==> config.mk <==
export PLATFORM = sky130hd
export DESIGN_NAME = tpg_top
export DESIGN_NICKNAME = d
export VERILOG_FILES = /design/src/rtl/tpg_pkg.sv /design/src/rtl/tpg_lfsr.sv /design/src/rtl/tpg_pattern.sv /design/src/rtl/tpg_errins.sv /design/src/rtl/tpg_top.sv
export SDC_FILE = /design/constraint.sdc
export NUM_CORES = 1
export LEC_CHECK = 0
export ABC_CLOCK_PERIOD_IN_PS = 6860
export BUFFER_PORTS_ARGS = -buffer_cell sky130_fd_sc_hd__buf_2
export CORE_ASPECT_RATIO = 0.5
export CORE_MARGIN = 4
export CORE_UTILIZATION = 64
export DETAILED_ROUTE_END_ITERATION = 16
export PLACE_DENSITY_LB_ADDON = 0.05
export SLEW_MARGIN = 5
export SYNTH_ARGS = -nofsm -noshare
export SYNTH_HDL_FRONTEND = slang
export SYNTH_SLANG_ARGS = --single-unit
==> constraint.sdc <==
create_clock -name clk -period 6.86 [get_ports clk]
set_input_delay 1.029 -clock clk [delete_from_list [all_inputs] [get_ports clk]]
set_output_delay 1.029 -clock clk [all_outputs]
set_load 0.01 [all_outputs]
==> src/rtl/tpg_pkg.sv <==
package tpg_pkg;

    typedef enum logic [2:0] {
        CFG_CTRL = 3'd0,
        CFG_LEN  = 3'd1,
        CFG_TAPS = 3'd2,
        CFG_WORD = 3'd3,
        CFG_WLEN = 3'd4
    } cfg_addr_e;

    localparam int unsigned CTRL_MODE_BIT = 0;
    localparam int unsigned CTRL_RATE_LSB = 1;

    function automatic int unsigned decade(input int unsigned n);
        int unsigned v;
        v = 1;
        for (int i = 0; i < 10; i++) begin
            if (i < int'(n)) v = v * 10;
        end
        return v;
    endfunction

endpackage

==> src/rtl/tpg_lfsr.sv <==
module tpg_lfsr #(
    parameter int MAX_LEN = 32,
    parameter int LEN_W   = $clog2(MAX_LEN)
) (
    input  logic               clk,
    input  logic               rst_n,
    input  logic               adv,
    input  logic               restart,
    input  logic [LEN_W-1:0]   len_m1,
    input  logic [MAX_LEN-1:0] taps,
    output logic               src_bit
);

    typedef struct packed {
        logic [MAX_LEN-1:0] state;
    } lfsr_s;

    localparam logic [MAX_LEN-1:0] SEED = MAX_LEN'(1);

    lfsr_s              s_d, s_q;
    logic [MAX_LEN-1:0] mask;
    logic [MAX_LEN-1:0] live;
    logic               fb;

    always_comb begin
        for (int i = 0; i < MAX_LEN; i++) begin
            mask[i] = (LEN_W'(i) <= len_m1);
        end
        live    = s_q.state & mask;
        fb      = ^(live & taps);
        src_bit = s_q.state[len_m1];
        s_d     = s_q;
        if (restart) begin
            s_d.state = SEED;
        end else if (adv) begin
            if (live == '0) begin
                s_d.state = SEED;
            end else begin
                s_d.state = {live[MAX_LEN-2:0], fb} & mask;
            end
        end
    end

    always_ff @(posedge clk or negedge rst_n) begin
        if (!rst_n) begin
            s_q.state <= SEED;
        end else begin
            s_q <= s_d;
        end
    end

    p_reseed_r4: assert property (@(posedge clk) disable iff (!rst_n)
        (adv && !restart && live == '0) |=> (s_q.state == SEED));

    p_restart_seed_r7: assert property (@(posedge clk) disable iff (!rst_n)
        restart |=> (s_q.state == SEED));

endmodule

==> src/rtl/tpg_pattern.sv <==
module tpg_pattern #(
    parameter int MAX_LEN = 32,
    parameter int LEN_W   = $clog2(MAX_LEN)
) (
    input  logic               clk,
    input  logic               rst_n,
    input  logic               adv,
    input  logic               restart,
    input  logic [LEN_W-1:0]   wlen_m1,
    input  logic [MAX_LEN-1:0] word,
    output logic               src_bit
);

    typedef struct packed {
        logic [LEN_W-1:0] pos;
    } pat_s;

    pat_s p_d, p_q;

    always_comb begin
        src_bit = word[p_q.pos];
        p_d     = p_q;
        if (restart) begin
            p_d.pos = '0;
        end else if (adv) begin
            p_d.pos = (p_q.pos >= wlen_m1) ? '0 : p_q.pos + LEN_W'(1);
        end
    end

    always_ff @(posedge clk or negedge rst_n) begin
        if (!rst_n) begin
            p_q.pos <= '0;
        end else begin
            p_q <= p_d;
        end
    end

    p_wrap_r5: assert property (@(posedge clk) disable iff (!rst_n)
        (adv && !restart && p_q.pos == wlen_m1) |=> (p_q.pos == '0));

    p_restart_pos_r7: assert property (@(posedge clk) disable iff (!rst_n)
        restart |=> (p_q.pos == '0));

endmodule

==> src/rtl/tpg_errins.sv <==
module tpg_errins
    import tpg_pkg::*;
#(
    parameter int RATE_W     = 24,
    parameter int MAX_DECADE = 7,
    parameter int SEL_W      = $clog2(MAX_DECADE + 1)
) (
    input  logic             clk,
    input  logic             rst_n,
    input  logic             adv,
    input  logic             reload,
    input  logic             single_req,
    input  logic             sel_wr,
    input  logic [SEL_W-1:0] sel_in,
    output logic             flip
);

    typedef struct packed {
        logic              pend;
        logic [SEL_W-1:0]  sel;
        logic [RATE_W-1:0] cnt;
    } ei_s;

    ei_s               e_d, e_q;
    logic [RATE_W-1:0] period_cur;
    logic [RATE_W-1:0] period_new;
    logic              rate_on;
    logic              hit;

    always_comb begin
        period_cur = RATE_W'(decade({{(32-SEL_W){1'b0}}, e_q.sel}) - 32'd1);
        period_new = RATE_W'(decade({{(32-SEL_W){1'b0}}, sel_in}) - 32'd1);
        rate_on    = (e_q.sel != '0);
        hit        = adv && rate_on && !sel_wr && (e_q.cnt == '0);
        flip       = adv && (e_q.pend || hit);

        e_d      = e_q;
        e_d.pend = (e_q.pend && !adv) || single_req;
        if (sel_wr) begin
            e_d.sel = sel_in;
            e_d.cnt = period_new;
        end else if (reload) begin
            e_d.cnt = period_cur;
        end else if (adv && rate_on) begin
            e_d.cnt = (e_q.cnt == '0) ? period_cur : e_q.cnt - RATE_W'(1);
        end
    end

    always_ff @(posedge clk or negedge rst_n) begin
        if (!rst_n) begin
            e_q.pend <= 1'b0;
            e_q.sel  <= '0;
            e_q.cnt  <= '0;
        end else begin
            e_q <= e_d;
        end
    end

    p_single_once_r8: assert property (@(posedge clk) disable iff (!rst_n)
        (e_q.pend && adv && !single_req) |=> !e_q.pend);

    p_rate_restart_r9: assert property (@(posedge clk) disable iff (!rst_n)
        sel_wr |=> (e_q.cnt == RATE_W'(decade({{(32-SEL_W){1'b0}}, $past(sel_in)}) - 32'd1)));

endmodule

==> src/rtl/tpg_top.sv <==
module tpg_top
    import tpg_pkg::*;
#(
    parameter int                 MAX_LEN    = 32,
    parameter int                 RATE_W     = 24,
    parameter int                 MAX_DECADE = 7,
    parameter int                 ADDR_W     = 3,
    parameter int                 DEF_LEN_M1 = 14,
    parameter logic [MAX_LEN-1:0] DEF_TAPS   = MAX_LEN'(32'h0000_6000)
) (
    input  logic               clk,
    input  logic               rst_n,
    input  logic               clk_en,
    input  logic               reload,
    input  logic               err_single,
    input  logic               cfg_wr,
    input  logic [ADDR_W-1:0]  cfg_addr,
    input  logic [MAX_LEN-1:0] cfg_wdata,
    output logic               tx_bit
);

    localparam int LEN_W = $clog2(MAX_LEN);
    localparam int SEL_W = $clog2(MAX_DECADE + 1);

    typedef struct packed {
        logic               word_mode;
        logic [LEN_W-1:0]   len_m1;
        logic [MAX_LEN-1:0] taps;
        logic [MAX_LEN-1:0] word;
        logic [LEN_W-1:0]   wlen_m1;
        logic               tx;
    } top_s;

    top_s             t_d, t_q;
    logic             adv;
    logic             sel_wr;
    logic [SEL_W-1:0] sel_in;
    logic             prbs_bit;
    logic             word_bit;
    logic             flip;

    assign adv    = clk_en && !reload;
    assign sel_wr = cfg_wr && (cfg_addr == ADDR_W'(CFG_CTRL));
    assign sel_in = cfg_wdata[CTRL_RATE_LSB +: SEL_W];

    tpg_lfsr #(.MAX_LEN(MAX_LEN), .LEN_W(LEN_W)) u_lfsr (
        .clk     (clk),
        .rst_n   (rst_n),
        .adv     (adv),
        .restart (reload),
        .len_m1  (t_q.len_m1),
        .taps    (t_q.taps),
        .src_bit (prbs_bit)
    );

    tpg_pattern #(.MAX_LEN(MAX_LEN), .LEN_W(LEN_W)) u_pattern (
        .clk     (clk),
        .rst_n   (rst_n),
        .adv     (adv),
        .restart (reload),
        .wlen_m1 (t_q.wlen_m1),
        .word    (t_q.word),
        .src_bit (word_bit)
    );

    tpg_errins #(.RATE_W(RATE_W), .MAX_DECADE(MAX_DECADE), .SEL_W(SEL_W)) u_errins (
        .clk        (clk),
        .rst_n      (rst_n),
        .adv        (adv),
        .reload     (reload),
        .single_req (err_single),
        .sel_wr     (sel_wr),
        .sel_in     (sel_in),
        .flip       (flip)
    );

    always_comb begin
        t_d = t_q;
        if (adv) begin
            t_d.tx = (t_q.word_mode ? word_bit : prbs_bit) ^ flip;
        end
        if (cfg_wr) begin
            case (cfg_addr)
                ADDR_W'(CFG_CTRL): t_d.word_mode = cfg_wdata[CTRL_MODE_BIT];
                ADDR_W'(CFG_LEN):  t_d.len_m1    = cfg_wdata[LEN_W-1:0];
                ADDR_W'(CFG_TAPS): t_d.taps      = cfg_wdata;
                ADDR_W'(CFG_WORD): t_d.word      = cfg_wdata;
                ADDR_W'(CFG_WLEN): t_d.wlen_m1   = cfg_wdata[LEN_W-1:0];
                default: ;
            endcase
        end
    end

    always_ff @(posedge clk or negedge rst_n) begin
        if (!rst_n) begin
            t_q.word_mode <= 1'b0;
            t_q.len_m1    <= LEN_W'(DEF_LEN_M1);
            t_q.taps      <= DEF_TAPS;
            t_q.word      <= '0;
            t_q.wlen_m1   <= '0;
            t_q.tx        <= 1'b0;
        end else begin
            t_q <= t_d;
        end
    end

    assign tx_bit = t_q.tx;

    p_gap_hold_r6: assert property (@(posedge clk) disable iff (!rst_n)
        !clk_en |=> $stable(tx_bit));

    p_reload_hold_r7: assert property (@(posedge clk) disable iff (!rst_n)
        reload |=> $stable(tx_bit));

endmodule

==> impl_metrics.json <==
{
  "yosysSeqAreaShare_pct": 27.3,
  "vias": 11500,
  "cp-start-kind": "input pin",
  "dieArea_um2": 22700,
  "fmax_mhz": 154,
  "grt_antenna_before_repair": 0,
  "syn2layout_area_growth_pct": 10.3,
  "stdcell_count": 1768,
  "globalRouteTotalUtil_pct": 31.5,
  "gr-total-overflow": 0,
  "grt_first_pass_wirelength_mm": 58.0,
  "status": "finished, final reports clean",
  "insertion_delay_ns": 0.43,
  "synthArstFlopShare_pct": 100,
  "tightestPinTransition_ns": 0.879,
  "worstHoldStart": "u_errins.e_q[27]",
  "cp_max_fo": 5,
  "synth_cells": 1439,
  "placed_cells": 1737,
  "ff_latch_area_um2": 3540,
  "ir_worst_vdd_v": 0.000228,
  "synth-seq-cells": 141,
  "worst_path_max_delay_cell": "ha_1",
  "portBuffers": 41,
  "clock_sinks": 141,
  "cp_common_cell": "ha_1",
  "required_ns": 7.17,
  "fillers": 1495,
  "cp-end-kind": "register",
  "netlist_area_um2": 12900,
  "drc": 0,
  "grt_start_max_net_pins": 74,
  "cts_max_path_buffers": 2,
  "die_x_um": 209,
  "die_y_um": 109,
  "routedWlPerCell_um": 19.9,
  "hold_path.class": "register to register",
  "ios": 42,
  "finalSetupViolations": 0,
  "slew_violations": 0,
  "rr_startpoint": "u_errins.e_q[25]",
  "wl_mm": 35.1,
  "holdWs_ns": 0.486,
  "finClkSkew_ns": 0.0107,
  "row_count": 36,
  "synthDistinctLibCells": 82,
  "arrival_ns": 6.79,
  "root_buffer": "clkbuf_16",
  "multiInputGateArea_um2": 8960,
  "vias_per_cell": 6.52,
  "drt_iter0_drc": 1086,
  "grt_pass1_vias": 11600,
  "powerDensity_nw_per_um2": 270,
  "relSlewSlack_pct": 39.9,
  "grt_setup_unrepaired": "false",
  "synth_edf_count": 0,
  "start_util_pct": 65.8,
  "numCtsBuffers": 17,
  "ys.flop_type": "dfrtp_1",
  "firstDrtPassIters": 6,
  "crit_path_max_incr_delay_ns": 0.33,
  "finalNetCount": 1720,
  "place_hpwl_mm": 26.1,
  "cap_viol_max_count": 0,
  "p_leak_nw": 6.83,
  "drive_gt1_share_pct": 16.1,
  "hold_violations": 0,
  "htree_levels": 4,
  "tritoncts": "yes",
  "path_clk_slew_ns": 0.07,
  "crit_path_start": "cfg_wdata[2]",
  "cts_hold_buf": 0,
  "core_um2": 19600,
  "num_antenna_cells": 0,
  "ant_nets": 0,
  "min_period_over_period_pct": 94.6,
  "fin_crit_ns": 6.49,
  "avgSynthCellArea_um2": 8.98,
  "crit_type": "input pin to register",
  "synth_warnings": 0,
  "gp_congestion": 0.944
}
what timing repair did:
action	CTS	global route
buffers inserted	0	0
gates resized for setup	0	4
endpoints found under the setup margin	0	1
area by class of cell:
class	instances	area share (%)
repair buffers	88	3.96
well taps	266	2.33
flip-flops and latches	141	24.8
clock inverters	13	1.26
multi-input cells	1177	62.9
inverters	65	1.71
clock buffers	18	3.08
cell families after synthesis:
| logic type | Yosys count | share of synthesized area, % |
|---|---|---|
| other | 1 | 0.0290 |
| DFF | 141 | 27.3 |
| adders and majority gates | 190 | 18.7 |
| muxes | 103 | 10.6 |
| buffers and inverters | 134 | 4.05 |
| xor gates and xnor gates | 74 | 5.12 |
| AOI/OAI and AO/OA | 371 | 18.7 |
| and+or+nand+nor | 425 | 15.4 |
final timing paths:
kind                                          to  cells after the start  slack [ns]
worst min-delay path            u_errins.e_q[27]                      1        0.49
worst min register to register  u_errins.e_q[27]                      1        0.49
worst max register to register  u_errins.e_q[13]                     25        0.63
min in group asynchronous                t_q[27]                      1        0.60
max in group asynchronous       u_errins.e_q[17]                      2        4.88
worst max-delay path            u_errins.e_q[21]                     32        0.37
layer usage:
| metal | vias up | part of all wire [%] | GRT usage [%] |
|---|---|---|---|
| met1 | 5632 | 42 | 39.7 |
| met5 | - | 0 | 0 |
| li1 | 5379 | - | - |
| met3 | 86 | 7.0 | 6.55 |
| met2 | 437 | 48 | 54.8 |
| met4 | 0 | 2.8 | 10.9 |
per-stage QoR:
step / util (%) / TNS (ns) / power [mW] / setup slack, ns / instance area [µm²]
floorplan: - / 0 / 2.36 / 0.0417 / 13000
global placement: 69.3 / 0 / 2.76 / 0.118 / 13600
detailed placement: 69.3 / -0.0861 / 2.83 / -0.0861 / 13600
CTS: 72.5 / 0 / 3.82 / 0.367 / 14200
global route: 72.6 / 0 / 4.11 / 0.0177 / 14300
finish: 72.6 / 0 / 3.85 / 0.373 / 14300
power breakdown:
group / switching, mW / internal (mW)
Sequential: 0.164 / 0.982
Clock: 0.392 / 0.590
Combinational: 0.982 / 0.739
Total: 1.54 / 2.31
cell usage after synthesis, types with 10 or more instances:
| cell | number | area share [%] |
|---|---|---|
| a31oi_1 | 17 | 0.82 |
| o21ai_0 | 68 | 2.6 |
| nand2b_1 | 13 | 0.63 |
| dfrtp_1 | 135 | 26 |
| nand2_1 | 135 | 3.9 |
| and2_1 | 26 | 1.3 |
| a21oi_1 | 107 | 4.1 |
| o21ai_1 | 23 | 0.89 |
| nand3_1 | 43 | 1.7 |
| xnor2_1 | 45 | 3.0 |
| nand4_1 | 12 | 0.58 |
| inv_1 | 61 | 1.8 |
| o31ai_1 | 10 | 0.58 |
| nor2b_1 | 17 | 0.82 |
| clkbuf_1 | 53 | 1.5 |
| a21o_1 | 28 | 1.6 |
| a32o_1 | 20 | 1.5 |
| mux4_2 | 20 | 3.5 |
| ha_1 | 183 | 18 |
| xor2_1 | 28 | 1.9 |
| nor2_1 | 104 | 3.0 |
| buf_2 | 10 | 0.39 |
| nor3_1 | 39 | 1.5 |
| mux2_2 | 76 | 6.6 |
registers in the layout (all words and copies together), names as in the netlist:
signal,flops
u_lfsr.s_q,32
u_errins.e_q,28
t_q,75
tx_bit,1
u_pattern.p_q,5
cells in the final DEF, fill, tap and decap left out, types with 5 or more instances in the layout:
master,count
o211ai_1,8
mux2i_1,7
mux4_2,20
a32o_1,20
nor2b_1,16
and3_1,8
a21o_1,28
nand3_1,43
dfstp_2,6
fa_1,6
a311oi_1,5
a21oi_1,107
o31a_1,5
conb_1,14
inv_1,61
a31oi_1,17
nor3_1,37
o21ai_0,68
buf_2,40
nor2_1,102
nand2_1,135
buf_4,47
ha_1,182
clkbuf_16,17
nand4_1,12
xnor2_1,45
dfrtp_1,135
o21a_1,7
xor2_1,28
o31ai_1,9
and2_1,26
mux2_2,76
o22ai_1,6
nand2b_1,13
nor4_1,7
a211oi_1,8
a22o_1,8
o21ai_1,23
worst max-delay path: cells and delay by family:
kind | cells | cell delay [ns]
compound gates | 12 | 1.83
xor+xnor | 4 | 0.57
mux | 2 | 0.38
fa+ha+maj | 7 | 1.92
simple gates | 6 | 0.94
buf+inv | 1 | 0.12
(Power assumes the default switching activity.)
